`src/rtl/irdec_pkg.sv`:
```
package irdec_pkg;

    localparam int FLAG_W   = 9;
    localparam int F_HDR    = 0;
    localparam int F_ZERO   = 1;
    localparam int F_ONE    = 2;
    localparam int F_SPEC   = 3;
    localparam int F_END    = 4;
    localparam int F_FULL   = 5;
    localparam int F_RX     = 6;
    localparam int F_ERR    = 7;
    localparam int F_BITM   = 8;

    localparam int NUM_WIN  = 4;

    typedef enum logic [1:0] {
        MODE_RISE = 2'd0,
        MODE_FALL = 2'd1,
        MODE_FLEX = 2'd2,
        MODE_OFF  = 2'd3
    } edge_mode_e;

endpackage

```
`src/rtl/irdec_interval_timer.sv`:
```
module irdec_interval_timer
    import irdec_pkg::*;
#(
    parameter int TW = 11
) (
    input  logic          clk_i,
    input  logic          rst_ni,
    input  logic          enable_i,
    input  logic          restart_i,
    input  logic          tick_i,
    input  logic          rise_i,
    input  logic          fall_i,
    input  edge_mode_e    mode_i,
    input  logic          end_hit_i,
    output logic          meas_evt_o,
    output logic [TW-1:0] meas_val_o,
    output logic          ovf_evt_o
);
    localparam logic [TW-1:0] TMAX = '1;

    typedef struct packed {
        logic [TW-1:0] timer;
        logic          armed;
    } tstate_t;

    tstate_t s_q, s_d;
    logic    edge_sel;

    always_comb begin
        case (mode_i)
            MODE_RISE, MODE_FLEX: edge_sel = rise_i;
            MODE_FALL:            edge_sel = fall_i;
            default:              edge_sel = 1'b0;
        endcase

        s_d        = s_q;
        meas_evt_o = 1'b0;
        ovf_evt_o  = 1'b0;

        if (restart_i) begin
            s_d = '0;
        end else if (enable_i) begin
            if (edge_sel) begin
                meas_evt_o = s_q.armed;
                s_d.timer  = '0;
                s_d.armed  = 1'b1;
            end else if (tick_i) begin
                if (s_q.timer == TMAX) begin
                    ovf_evt_o = s_q.armed;
                    s_d.armed = 1'b0;
                end else begin
                    s_d.timer = s_q.timer + 1'b1;
                end
            end
            if (end_hit_i) s_d.armed = 1'b0;
        end
    end

    assign meas_val_o = s_q.timer;

    always_ff @(posedge clk_i or negedge rst_ni) begin
        if (!rst_ni) s_q <= '0;
        else         s_q <= s_d;
    end

    // a selected edge restarts the interval count from zero
    assert_timer_restart_R3: assert property (@(posedge clk_i) disable iff (!rst_ni)
        (enable_i && !restart_i && edge_sel) |=> (s_q.timer == '0));

endmodule

```
`src/rtl/irdec_window_classifier.sv`:
```
module irdec_window_classifier #(
    parameter int TW   = 11,
    parameter int NWIN = 4
) (
    input  logic [NWIN*TW-1:0] lo_i,
    input  logic [NWIN*TW-1:0] hi_i,
    input  logic [TW-1:0]      end_lo_i,
    input  logic [TW-1:0]      val_i,
    output logic [NWIN:0]      sel_o
);
    logic [NWIN:0] raw;

    generate
        for (genvar w = 0; w < NWIN; w++) begin : g_win
            logic [TW-1:0] lo, hi;
            assign lo     = lo_i[w*TW +: TW];
            assign hi     = hi_i[w*TW +: TW];
            assign raw[w] = ((lo != '0) || (hi != '0)) && (val_i >= lo) && (val_i <= hi);
        end
    endgenerate

    assign raw[NWIN] = (end_lo_i != '0) && (val_i >= end_lo_i);

    always_comb begin
        logic found;
        found = 1'b0;
        sel_o = '0;
        for (int i = 0; i <= NWIN; i++) begin
            if (raw[i] && !found) begin
                sel_o[i] = 1'b1;
                found    = 1'b1;
            end
        end
    end

endmodule

```
`src/rtl/irdec_bit_store.sv`:
```
module irdec_bit_store #(
    parameter int WORD_W = 32,
    parameter int TOTAL  = 2 * WORD_W,
    parameter int CW     = $clog2(TOTAL + 1)
) (
    input  logic             clk_i,
    input  logic             rst_ni,
    input  logic             clr_req_i,
    input  logic             bit_valid_i,
    input  logic             bit_val_i,
    input  logic             word_clr_i,
    output logic [TOTAL-1:0] store_o,
    output logic [CW-1:0]    count_o,
    output logic             busy_o,
    output logic             stored_o,
    output logic             full_evt_o
);
    localparam int IW = $clog2(TOTAL);
    localparam logic [CW-1:0] CMAX = CW'(TOTAL);

    typedef struct packed {
        logic [TOTAL-1:0] store;
        logic [CW-1:0]    count;
        logic             busy;
    } bstate_t;

    bstate_t s_q, s_d;

    always_comb begin
        s_d        = s_q;
        stored_o   = 1'b0;
        full_evt_o = 1'b0;

        if (word_clr_i) s_d.store = '0;

        if (s_q.busy) begin
            s_d.count = '0;
            s_d.busy  = 1'b0;
        end

        if (clr_req_i) begin
            s_d.busy = 1'b1;
        end else if (!s_q.busy && bit_valid_i && (s_q.count < CMAX)) begin
            s_d.store[s_q.count[IW-1:0]] = bit_val_i;
            s_d.count  = s_q.count + 1'b1;
            stored_o   = 1'b1;
            full_evt_o = (s_q.count == CMAX - 1'b1);
        end
    end

    assign store_o = s_q.store;
    assign count_o = s_q.count;
    assign busy_o  = s_q.busy;

    always_ff @(posedge clk_i or negedge rst_ni) begin
        if (!rst_ni) s_q <= '0;
        else         s_q <= s_d;
    end

    assert_count_cap_R6: assert property (@(posedge clk_i) disable iff (!rst_ni)
        s_q.count <= CMAX);

    assert_count_step_R5: assert property (@(posedge clk_i) disable iff (!rst_ni)
        (!s_q.busy && !clr_req_i && bit_valid_i && (s_q.count < CMAX))
        |=> (s_q.count == $past(s_q.count) + 1'b1));

    assert_busy_clear_R11: assert property (@(posedge clk_i) disable iff (!rst_ni)
        (s_q.busy && !clr_req_i) |=> (s_q.count == '0 && !s_q.busy));

endmodule

```
`src/rtl/ir_pulse_decoder.sv`:
```
module ir_pulse_decoder
    import irdec_pkg::*;
#(
    parameter int TIME_W = 11,
    parameter int WORD_W = 32,
    parameter int CNT_W  = $clog2(2 * WORD_W + 1)
) (
    input  logic                       clk_i,
    input  logic                       rst_ni,
    input  logic                       enable_i,
    input  logic                       sample_tick_i,
    input  logic                       rise_i,
    input  logic                       fall_i,
    input  logic [1:0]                 edge_mode_i,
    input  logic [NUM_WIN*TIME_W-1:0]  win_lo_i,
    input  logic [NUM_WIN*TIME_W-1:0]  win_hi_i,
    input  logic [TIME_W-1:0]          end_lo_i,
    input  logic                       bitcmp_en_i,
    input  logic [CNT_W-1:0]           bitcmp_val_i,
    input  logic                       err_bypass_i,
    input  logic [FLAG_W-1:0]          flag_clr_i,
    input  logic                       cnt_clr_i,
    input  logic                       word_clr_i,
    output logic [WORD_W-1:0]          word0_o,
    output logic [WORD_W-1:0]          word1_o,
    output logic [CNT_W-1:0]           bit_count_o,
    output logic [TIME_W-1:0]          interval_o,
    output logic [FLAG_W-1:0]          flags_o,
    output logic                       clr_busy_o
);
    localparam int TOTAL = 2 * WORD_W;

    typedef struct packed {
        logic              en_prev;
        logic              hdr_seen;
        logic [FLAG_W-1:0] flags;
        logic [TIME_W-1:0] interval;
    } top_state_t;

    top_state_t s_q, s_d;

    edge_mode_e        mode;
    logic              en_rise;
    logic              meas_evt, ovf_evt, end_hit;
    logic [TIME_W-1:0] meas_val;
    logic [NUM_WIN:0]  sel;
    logic              hit_hdr, hit_zero, hit_one, hit_spec, err_now;
    logic              bit_valid, stored, full_evt, busy;
    logic [TOTAL-1:0]  store;
    logic [CNT_W-1:0]  count;

    assign mode    = edge_mode_e'(edge_mode_i);
    assign en_rise = enable_i && !s_q.en_prev;

    irdec_interval_timer #(.TW(TIME_W)) u_timer (
        .clk_i      (clk_i),
        .rst_ni     (rst_ni),
        .enable_i   (enable_i),
        .restart_i  (en_rise),
        .tick_i     (sample_tick_i),
        .rise_i     (rise_i),
        .fall_i     (fall_i),
        .mode_i     (mode),
        .end_hit_i  (end_hit),
        .meas_evt_o (meas_evt),
        .meas_val_o (meas_val),
        .ovf_evt_o  (ovf_evt)
    );

    irdec_window_classifier #(.TW(TIME_W), .NWIN(NUM_WIN)) u_class (
        .lo_i     (win_lo_i),
        .hi_i     (win_hi_i),
        .end_lo_i (end_lo_i),
        .val_i    (meas_val),
        .sel_o    (sel)
    );

    irdec_bit_store #(.WORD_W(WORD_W), .TOTAL(TOTAL), .CW(CNT_W)) u_store (
        .clk_i       (clk_i),
        .rst_ni      (rst_ni),
        .clr_req_i   (cnt_clr_i || en_rise),
        .bit_valid_i (bit_valid),
        .bit_val_i   (hit_one),
        .word_clr_i  (word_clr_i && !enable_i),
        .store_o     (store),
        .count_o     (count),
        .busy_o      (busy),
        .stored_o    (stored),
        .full_evt_o  (full_evt)
    );

    always_comb begin
        hit_hdr   = meas_evt && sel[0];
        hit_zero  = meas_evt && sel[1];
        hit_one   = meas_evt && sel[2];
        hit_spec  = meas_evt && sel[3];
        end_hit   = meas_evt && sel[NUM_WIN];
        err_now   = (meas_evt && (sel == '0)) || ovf_evt;
        bit_valid = (hit_zero || hit_one)
                    && (s_q.hdr_seen || mode == MODE_FLEX)
                    && !(s_q.flags[F_ERR] && !err_bypass_i);

        s_d         = s_q;
        s_d.en_prev = enable_i;

        if (en_rise) begin
            s_d.flags    = '0;
            s_d.hdr_seen = 1'b0;
        end else begin
            s_d.flags = s_q.flags & ~flag_clr_i;
            if (hit_hdr)  s_d.flags[F_HDR]  = 1'b1;
            if (hit_zero) s_d.flags[F_ZERO] = 1'b1;
            if (hit_one)  s_d.flags[F_ONE]  = 1'b1;
            if (hit_spec) s_d.flags[F_SPEC] = 1'b1;
            if (end_hit)  s_d.flags[F_END]  = 1'b1;
            if (full_evt) s_d.flags[F_FULL] = 1'b1;
            if (stored)   s_d.flags[F_RX]   = 1'b1;
            if (err_now)  s_d.flags[F_ERR]  = 1'b1;
            if (bitcmp_en_i && enable_i && !busy && (count == bitcmp_val_i))
                s_d.flags[F_BITM] = 1'b1;

            if (hit_hdr)              s_d.hdr_seen = 1'b1;
            if (end_hit || ovf_evt)   s_d.hdr_seen = 1'b0;

            if (hit_hdr || hit_zero || hit_one || hit_spec || err_now)
                s_d.interval = meas_val;
        end
    end

    always_ff @(posedge clk_i or negedge rst_ni) begin
        if (!rst_ni) s_q <= '0;
        else         s_q <= s_d;
    end

    assign word0_o     = store[WORD_W-1:0];
    assign word1_o     = store[TOTAL-1:WORD_W];
    assign bit_count_o = count;
    assign interval_o  = s_q.interval;
    assign flags_o     = s_q.flags;
    assign clr_busy_o  = busy;

    generate
        for (genvar f = 0; f < FLAG_W; f++) begin : g_sticky
            assert_flag_sticky_R12: assert property (@(posedge clk_i) disable iff (!rst_ni)
                (s_q.flags[f] && !flag_clr_i[f] && !en_rise) |=> s_q.flags[f]);
        end
    endgenerate

    assert_drop_on_error_R9: assert property (@(posedge clk_i) disable iff (!rst_ni)
        (s_q.flags[F_ERR] && !err_bypass_i && !cnt_clr_i && !en_rise && !busy)
        |=> $stable(count));

    assert_enable_clears_R10: assert property (@(posedge clk_i) disable iff (!rst_ni)
        en_rise |=> (s_q.flags == '0 && busy));

endmodule

```
`config.mk`:
```
export PLATFORM = sky130hd
export DESIGN_NAME = ir_pulse_decoder
export DESIGN_NICKNAME = d
export VERILOG_FILES = /design/src/rtl/irdec_pkg.sv /design/src/rtl/irdec_interval_timer.sv /design/src/rtl/irdec_window_classifier.sv /design/src/rtl/irdec_bit_store.sv /design/src/rtl/ir_pulse_decoder.sv
export SDC_FILE = /design/constraint.sdc
export NUM_CORES = 1
export LEC_CHECK = 0
export BUFFER_PORTS_ARGS = -buffer_cell sky130_fd_sc_hd__buf_2
export CAP_MARGIN = 20
export CORE_MARGIN = 1.5
export CORE_UTILIZATION = 55
export CTS_CLUSTER_DIAMETER = 100
export DETAILED_ROUTE_END_ITERATION = 8
export PLACE_DENSITY = 0.83
export REMOVE_ABC_BUFFERS = 1
export SETUP_SLACK_MARGIN = 0.02
export SLEW_MARGIN = 20
export SYNTH_ARGS = -nofsm -noshare
export SYNTH_HDL_FRONTEND = slang
export SYNTH_SLANG_ARGS = --single-unit
```
`constraint.sdc`:
```
create_clock -name clk_i -period 3.94 [get_ports clk_i]
set_clock_uncertainty 0.15 [all_clocks]
set_input_delay 0 -clock clk_i [delete_from_list [all_inputs] [get_ports clk_i]]
set_output_delay 0 -clock clk_i [all_outputs]
set_load 0.02 [all_outputs]
```
==> results.json, run 1 <==
{
  "synth_edf_count": 0,
  "slew_violations": 0,
  "worstPathRequired_ns": 3.99,
  "synth.top_cells.by_count": "122 x nand2_1, 106 x dfrtp_1, 102 x inv_1",
  "synthArstFlopShare_pct": 100,
  "synthFlopType": "dfrtp_1",
  "clk_latency_ns": 0.36,
  "h-tree-depth": 3,
  "slew_headroom_pct": 32.9,
  "ff2ff_setup_slack_ns": 0.46,
  "ys_ff_latch": 106,
  "status": "finished, final reports clean",
  "first_iter_violations": 647,
  "placed_cell_area_um2": 9540,
  "cts_tree": "yes",
  "postCtsSetupBuffers": 0,
  "drc_errors": 0,
  "max_freq_mhz": 287,
  "die_area_um2": 16100,
  "yosysSeqAreaShare_pct": 31.3,
  "post_cts_resized": 0,
  "drive_above_1_share_pct": 23.7,
  "synthCells": 981,
  "endpoint_kind": "register",
  "critPathKind": "register to register",
  "cp_data_arrival_time_ns": 3.53,
  "clk_path_buf_depth": 2,
  "gp_congestion": 0.888,
  "finalHoldViolations": 0,
  "io_buffer_count": 218,
  "path_clk_slew_ns": 0.08,
  "yosysWarnings": 0,
  "cts_root_buf": "clkbuf_16",
  "worst_slew_pin_slew_ns": 1.00,
  "yosysMostFrequentCell": "nand2_1",
  "tns_ns": 0,
  "fin_area_um2": 10000,
  "syn_to_final_growth_pct": 18.4,
  "cp_max_fo": 33,
  "start_kind": "register",
  "diodes": 0,
  "cts_buffers": 9,
  "p_leak_nw": 5.77,
  "drt.antenna.violating_nets": 0,
  "grt_overflow_total": 0,
  "die_x_um": 127,
  "num_rows": 45,
  "grt_pass1_vias": 7890,
  "die_h_um": 127,
  "synth_area_per_cell_um2": 8.63,
  "peakVddDrop_uv": 206,
  "ctsHoldBuffers": 15,
  "coreArea_um2": 15100,
  "grt_pass1_wl_mm": 38.3,
  "antenna_found_initial": 0,
  "viasPerCell": 5.89,
  "io_pins": 219,
  "wl_per_cell_um": 17.3,
  "grt_usage_pct": 29.5,
  "yosysTopAreaCell": "dfrtp_1",
  "yosysTopAreaCellShare_pct": 31.3,
  "synth_area_leaders": "dfrtp_1 31%, ha_1 15%, mux2i_1 8.0%, nand3_1 6.0%, nand2_1 5.4%",
  "rsz0062_at_grt": "false",
  "start_util_pct": 56.1,
  "dr.pass1.iters": 5,
  "dp_hpwl_mm": 17.3,
  "grt_max_degree": 82,
  "cts.sinks": 106,
  "fin_crit_ns": 3.48,
  "power_density_nw_per_um2": 239,
  "totalWireLength_mm": 23.7,
  "worst_hold_path_type": "input pin to asynchronous set/reset pin",
  "nNetsFinal": 1405,
  "min_period_over_period_pct": 88.3,
  "setup_viol": 0,
  "syn_area_um2": 8460,
  "vias": 8069,
  "cap_violations": 0,
  "synth_cell_type_count": 60
}
[cells in the final DEF, fill, tap and decap left out, types with 15 or more instances in the layout]
master,n
dfrtp_1,106
nor4_1,26
o21ai_0,17
nand2_1,121
nand3_1,100
inv_1,102
ha_1,101
buf_4,20
nand2b_1,20
a21oi_1,42
nand4_1,21
dlygate4sd3_1,15
mux2i_1,68
nor2_1,26
buf_2,217
[worst max-delay path: stages (launching register included)]
cell      delay, ns
dfrtp_1        0.70
ha_1           0.36
a21oi_1        0.13
o21ai_0        0.10
a2111o_1       0.43
a221oi_2       0.36
a21o_2         0.36
buf_4          0.39
nand3_1        0.15
mux2i_1        0.17
[power breakdown]
part / switching, mW / internal [mW] / total [mW] / leakage [nW]
sequential: 0.0156 / 1.10 / 1.11 / 1.47
clock: 0.449 / 0.510 / 0.959 / 0.152
combinational: 0.186 / 0.140 / 0.326 / 4.14
total: 0.651 / 1.75 / 2.40 / 5.77
[state kept, by name, indices dropped and copies added (netlist names)]
register / cells
u_store.count_o: 7
interval_o: 11
flags_o: 9
u_store.store_o: 64
u_timer.s_q: 1
u_timer.meas_val_o: 11
u_store.busy_o: 1
s_q: 2
[kinds of logic (layout without fill, tap and decap cells)]
logic type               after synthesis  in the layout  synth area share [%]
AND/OR/NAND/NOR                      378            378                  22.8
buffers and inverters                170            371                  9.45
AO/OA/AOI/OAI                        144            144                  12.0
flip-flops                           106            106                  31.3
adder cells (fa/ha/maj)              101            101                  14.9
multiplexers                          70             70                  8.31
XOR/XNOR                              12             12                  1.24
[per-stage QoR]
stage	total power, mW	std cells	hold WS (ns)	worst slack (ns)	util [%]
2_1_floorplan	1.29	913	-0.446	0.0271	-
3_3_place_gp	1.43	1339	0.0506	0.565	63.2
3_5_place_dp	1.44	1339	0.0482	0.495	63.2
4_1_cts	2.40	1370	0.170	0.481	66.3
5_1_grt	2.49	1370	0.170	0.247	66.4
6_report	2.40	1370	0.104	0.460	66.4
[path summary, 6_finish.rpt]
kind | from | end | depth (start not counted)
max in group asynchronous | rst_ni | u_store.store_o[35] | 3
min reg2reg | u_timer.s_q[0] | u_timer.s_q[0] | 1
min in group clk_i | err_bypass_i | u_store.count_o[0] | 6
min | rst_ni | u_store.store_o[60] | 2
max reg2reg | u_timer.meas_val_o[6] | u_store.store_o[3] | 9
max | u_timer.meas_val_o[6] | u_store.store_o[3] | 9
[per-layer routing]
| layer | up-vias | share of wire (%) | GRT usage [%] |
|---|---|---|---|
| li1 | 3848 | - | - |
| met1 | 3805 | 44 | 39.8 |
| met2 | 361 | 47 | 48.9 |
| met3 | 55 | 6.2 | 4.48 |
| met4 | 0 | 2.9 | 9.96 |
| met5 | - | 0 | 0 |
[final cells by class]
class / count / area [µm²]
fill: 1259 / 5070
multi-input combinational: 705 / 5030
sequential: 106 / 2650
timing repair buffer: 253 / 1400
inverter: 102 / 383
tap: 188 / 235
clock buffer: 9 / 225
clock inverter: 7 / 96.3
Power figures use the tool's default switching activity.
==> run 2: changes to the inputs <==
Settings changed: CAP_MARGIN 20 to 5, RECOVER_POWER set to 100.
==> results.json, run 2 (synthesis results as in run 1) <==
{
  "p_comb_share_pct": 13.4,
  "clkPwrFrac_pct": 40.1,
  "grt_overflow_total": 0,
  "ff2ff_setup_slack_ns": 0.30,
  "layout_common_cells": "124 x buf_2, 121 x nand2_1, 106 x dfrtp_1",
  "totalWireLength_mm": 23.8,
  "grt_pass1_vias": 7890,
  "endpoint": "u_store.store_o[3]",
  "start_kind": "register",
  "cts_tree": "yes",
  "timing.hold.ws_ns": 0.183,
  "grt_usage_pct": 29.5,
  "cp_max_fo": 33,
  "rr_worst_depth": 9,
  "path_clk_slew_ns": 0.07,
  "coreArea_um2": 15100,
  "cts.sinks": 106,
  "grt_max_degree": 82,
  "power_density_nw_per_um2": 242,
  "min_period_over_period_pct": 92.4,
  "ctsHoldBuffers": 15,
  "vias": 8112,
  "cp_data_arrival_time_ns": 3.69,
  "worst_slew_pin_slew_ns": 2.02,
  "postCtsSetupBuffers": 0,
  "cts_root_buf": "clkbuf_16",
  "drc_errors": 0,
  "fin_util_pct": 65.4,
  "die_x_um": 127,
  "worst_hold_path_type": "input pin to register",
  "io_buffer_count": 218,
  "r2r-end": "u_store.store_o[3]",
  "final_common_cell": "buf_2",
  "post_cts_resized": 0,
  "drt.antenna.violating_nets": 0,
  "seq_power_share_pct": 46.5,
  "cap_violations": 1,
  "largest_register_ffs": 64,
  "dp_hpwl_mm": 17.3,
  "viasPerCell": 5.92,
  "slew_violations": 82,
  "peakVddDrop_uv": 205,
  "finalHoldViolations": 0,
  "p_leak_nw": 5.34,
  "grt_pass1_wl_mm": 38.3,
  "gp_congestion": 0.888,
  "die_h_um": 127,
  "io_pins": 219,
  "p_int_mw": 1.74,
  "num_rows": 45,
  "nNetsFinal": 1405,
  "setup_viol": 0,
  "first_iter_violations": 678,
  "critPathLaunch": "u_timer.meas_val_o[6]",
  "violations": "max-capacitance violations, max-slew violations",
  "clk_path_buf_depth": 2,
  "use_met1_pct": 39.8,
  "drive_above_1_share_pct": 15.3,
  "diodes": 0,
  "syn_to_final_growth_pct": 16.5,
  "power_switching_share_pct": 27.1,
  "die_area_um2": 16100,
  "endpoint_kind": "register",
  "clk_latency_ns": 0.36,
  "grt_util_met2_pct": 48.9,
  "p_sw_mw": 0.649,
  "worstReg2RegStart": "u_timer.meas_val_o[6]",
  "start_util_pct": 56.1,
  "worstPathRequired_ns": 3.99,
  "slew_headroom_pct": -34.5,
  "n_fill_cell": 1313,
  "grt_busiest_layer": "met2",
  "met3_usage_pct": 4.48,
  "critPathKind": "register to register",
  "max_freq_mhz": 275,
  "fin_crit_ns": 3.64,
  "status": "finished, violations left",
  "dr.pass1.iters": 5,
  "rsz0062_at_grt": "false",
  "tns_ns": 0,
  "antenna_found_initial": 0,
  "cts_buffers": 9,
  "wl_per_cell_um": 17.4,
  "h-tree-depth": 3,
  "hold_path_depth": 6
}
==> run 2: worst min-delay path by stage <==
| stage | start | to | slack (ns) |
|---|---|---|---|
| after CTS | err_bypass_i | u_store.count_o[0] | 0.17 |
| final | err_bypass_i | u_store.count_o[0] | 0.18 |
| after floorplan | rst_ni | flags_o[0] | -0.45 |
| after global placement | enable_i | s_q[21] | 0.05 |
| after detailed placement | enable_i | s_q[21] | 0.05 |
| after global routing | err_bypass_i | u_store.count_o[0] | 0.25 |
==> run 2: worst max-delay path: stages, from the launching register on <==
cell and delay, ns:
dfrtp_1 0.70, ha_1 0.36, a21oi_1 0.15, o21ai_0 0.11
a2111o_1 0.42, a221oi_1 0.50, a21o_2 0.38, buf_4 0.39
nand3_1 0.15, mux2i_1 0.17
==> run 2: cell type report <==
class | instances | area, µm² | share of cell area [%]
Clock inverter | 7 | 96.3 | 0.977
Sequential cell | 106 | 2650 | 26.9
Timing Repair Buffer | 253 | 1260 | 12.8
Tap cell | 188 | 235 | 2.39
Multi-Input combinational cell | 705 | 5010 | 50.8
Clock buffer | 9 | 225 | 2.28
Inverter | 102 | 383 | 3.88
==> run 2: stage by stage <==
stage / total power, mW / instances / area (µm²) / setup WS, ns
detailed placement: 1.44 / 1339 / 9540 / 0.495
CTS: 2.40 / 1370 / 10000 / 0.481
global placement: 1.43 / 1339 / 9530 / 0.565
floorplan: 1.29 / 913 / 8050 / 0.0271
global route: 2.49 / 1370 / 9860 / 0.150
finish: 2.39 / 1370 / 9860 / 0.300
==> run 2: per-layer routing <==
metal	share of wire, %	routed length (µm)
met5	0	0
met4	2.8	661
met3	6.3	1510
met2	47	11300
met1	44	10400
==> run 2: power groups by stage <==
stage,combinational (mW),sequential (mW),clock [mW]
after global placement,0.301,1.13,0
after global routing,0.363,1.11,1.01
after CTS,0.325,1.11,0.967
final,0.320,1.11,0.958
after floorplan,0.150,1.13,0
after detailed placement,0.313,1.13,0
==> run 3: changes to the inputs <==
==> constraint.sdc (replaced) <==
create_clock -name clk_i -period 3.94 [get_ports clk_i]
set_clock_uncertainty 0.15 [all_clocks]
set_input_delay 0.591 -clock clk_i [delete_from_list [all_inputs] [get_ports clk_i]]
set_output_delay 0.591 -clock clk_i [all_outputs]
set_load 0.02 [all_outputs]
==> results.json, run 3 (synthesis results as in run 1) <==
{
  "die_h_um": 127,
  "max_freq_mhz": 280,
  "io_buffer_count": 218,
  "syn_to_final_growth_pct": 14.5,
  "ctsHoldBuffers": 0,
  "viasPerCell": 5.92,
  "drive_above_1_share_pct": 15.3,
  "antenna_found_initial": 5,
  "grt_overflow_total": 0,
  "violations": "max-capacitance violations, max-slew violations",
  "worst_hold_path_type": "input pin to register",
  "drt.antenna.violating_nets": 0,
  "hold_path_depth": 1,
  "slew_headroom_pct": -6.02,
  "cts_tree": "yes",
  "clk_latency_ns": 0.35,
  "largest_register_ffs": 64,
  "rr_worst_depth": 9,
  "wl_per_cell_um": 17.4,
  "status": "finished, violations left",
  "cap_violations": 1,
  "crit_chain": "ha_1, a211oi_1, nor2_1, a2111o_1, a221oi_1, a21o_2, buf_12, nand4_1, mux2_1",
  "h-tree-depth": 3,
  "rsz0062_at_grt": "false",
  "grt_pass1_vias": 7818,
  "peakVddDrop_uv": 217,
  "clk_path_buf_depth": 2,
  "critPathKind": "register to register",
  "tns_ns": 0,
  "num_rows": 45,
  "p_leak_nw": 5.26,
  "worstPathRequired_ns": 4.03,
  "grt_max_degree": 69,
  "placed_cell_area_um2": 9540,
  "cts.sinks": 106,
  "nNetsFinal": 1389,
  "gp_congestion": 0.893,
  "cts_root_buf": "clkbuf_16",
  "cp_max_fo": 68,
  "drc_errors": 0,
  "dr.pass1.iters": 6,
  "coreArea_um2": 15100,
  "slew_violations": 64,
  "endpoint_kind": "register",
  "io_pins": 219,
  "start_util_pct": 56.1,
  "totalWireLength_mm": 23.6,
  "grt_usage_pct": 29.3,
  "worst_slew_pin_slew_ns": 1.59,
  "post_cts_resized": 0,
  "finalHoldViolations": 0,
  "max_stage_delay_ns": 0.73,
  "grt_pass1_wl_mm": 37.9,
  "timing.hold.ws_ns": 0.314,
  "layout_common_cells": "124 x buf_2, 121 x nand2_1, 106 x dfrtp_1",
  "fin_crit_ns": 3.57,
  "final_common_cell": "buf_2",
  "die_area_um2": 16100,
  "dp_hpwl_mm": 17.2,
  "die_x_um": 127,
  "fin_area_um2": 9690,
  "cp_data_arrival_time_ns": 3.66,
  "power_density_nw_per_um2": 239,
  "cpMaxStageDelayCell": "dfrtp_1",
  "min_period_over_period_pct": 90.7,
  "setup_viol": 0,
  "vias": 8045,
  "first_iter_violations": 694,
  "postCtsSetupBuffers": 0,
  "path_clk_slew_ns": 0.07,
  "start_kind": "register",
  "cts_buffers": 9
}
## run 3: cell count changes in the layout (fill, tap and decap cells not counted), sizes merged
cell,before,now
inv,104,105
diode,0,5
buf,141,139
bufinv,1,0
dlygate4sd3,15,0
clkinv,3,2
clkbuf,106,108
## run 3: path summary, 6_finish.rpt
path                                       start                  end  slack (ns)
max in group asynchronous                 rst_ni  u_store.store_o[34]        1.29
max                        u_timer.meas_val_o[8]   u_store.count_o[2]        0.37
min                                     enable_i              s_q[21]        0.31
max reg2reg                u_timer.meas_val_o[8]   u_store.count_o[2]        0.37
min in group asynchronous                 rst_ni  u_store.store_o[55]        0.48
min reg2reg                       u_timer.s_q[0]       u_timer.s_q[0]        0.37
## run 3: metal layers
metal / up-vias / wire length [µm] / share of wire [%] / GRT usage (%)
li1: 3833 / - / - / -
met1: 3788 / 10300 / 44 / 39.1
met2: 369 / 10800 / 46 / 47.8
met3: 55 / 1700 / 7.2 / 5.11
met4: 0 / 805 / 3.4 / 11.5
met5: - / 0 / 0 / 0
## run 3: power breakdown
part,internal [mW],switching [mW]
Sequential,1.10,0.0175
Combinational,0.125,0.179
Clock,0.460,0.440
Total,1.68,0.636
## run 3: final cells by class
type	instances	area, µm²
fill	1346	5400
antenna	5	12.5
timing repair buffer	237	1120
clock inverter	6	58.8
tap	188	235
multi-input combinational	705	5000
clock buffer	10	239
inverter	102	383
sequential	106	2650
## run 3: worst max-delay path, delay by kind of cell, from the launching register on
family / cells / cell delay (ns)
AO/OA/AOI/OAI: 4 / 1.35
flip-flops: 1 / 0.73
adder cells (fa/ha/maj): 1 / 0.37
multiplexers: 1 / 0.32
buffers and inverters: 1 / 0.28
AND/OR/NAND/NOR: 2 / 0.22
## run 3: per-stage QoR
stage          total power, mW  cells  worst slack [ns]  util (%)
4_1_cts                   2.33   1354             0.507      65.2
3_3_place_gp              1.43   1338             0.593      63.2
5_1_grt                   2.43   1359             0.203      64.2
6_report                  2.32   1359             0.367      64.2
3_5_place_dp              1.44   1338             0.525      63.3
2_1_floorplan             1.29    913            0.0271         -
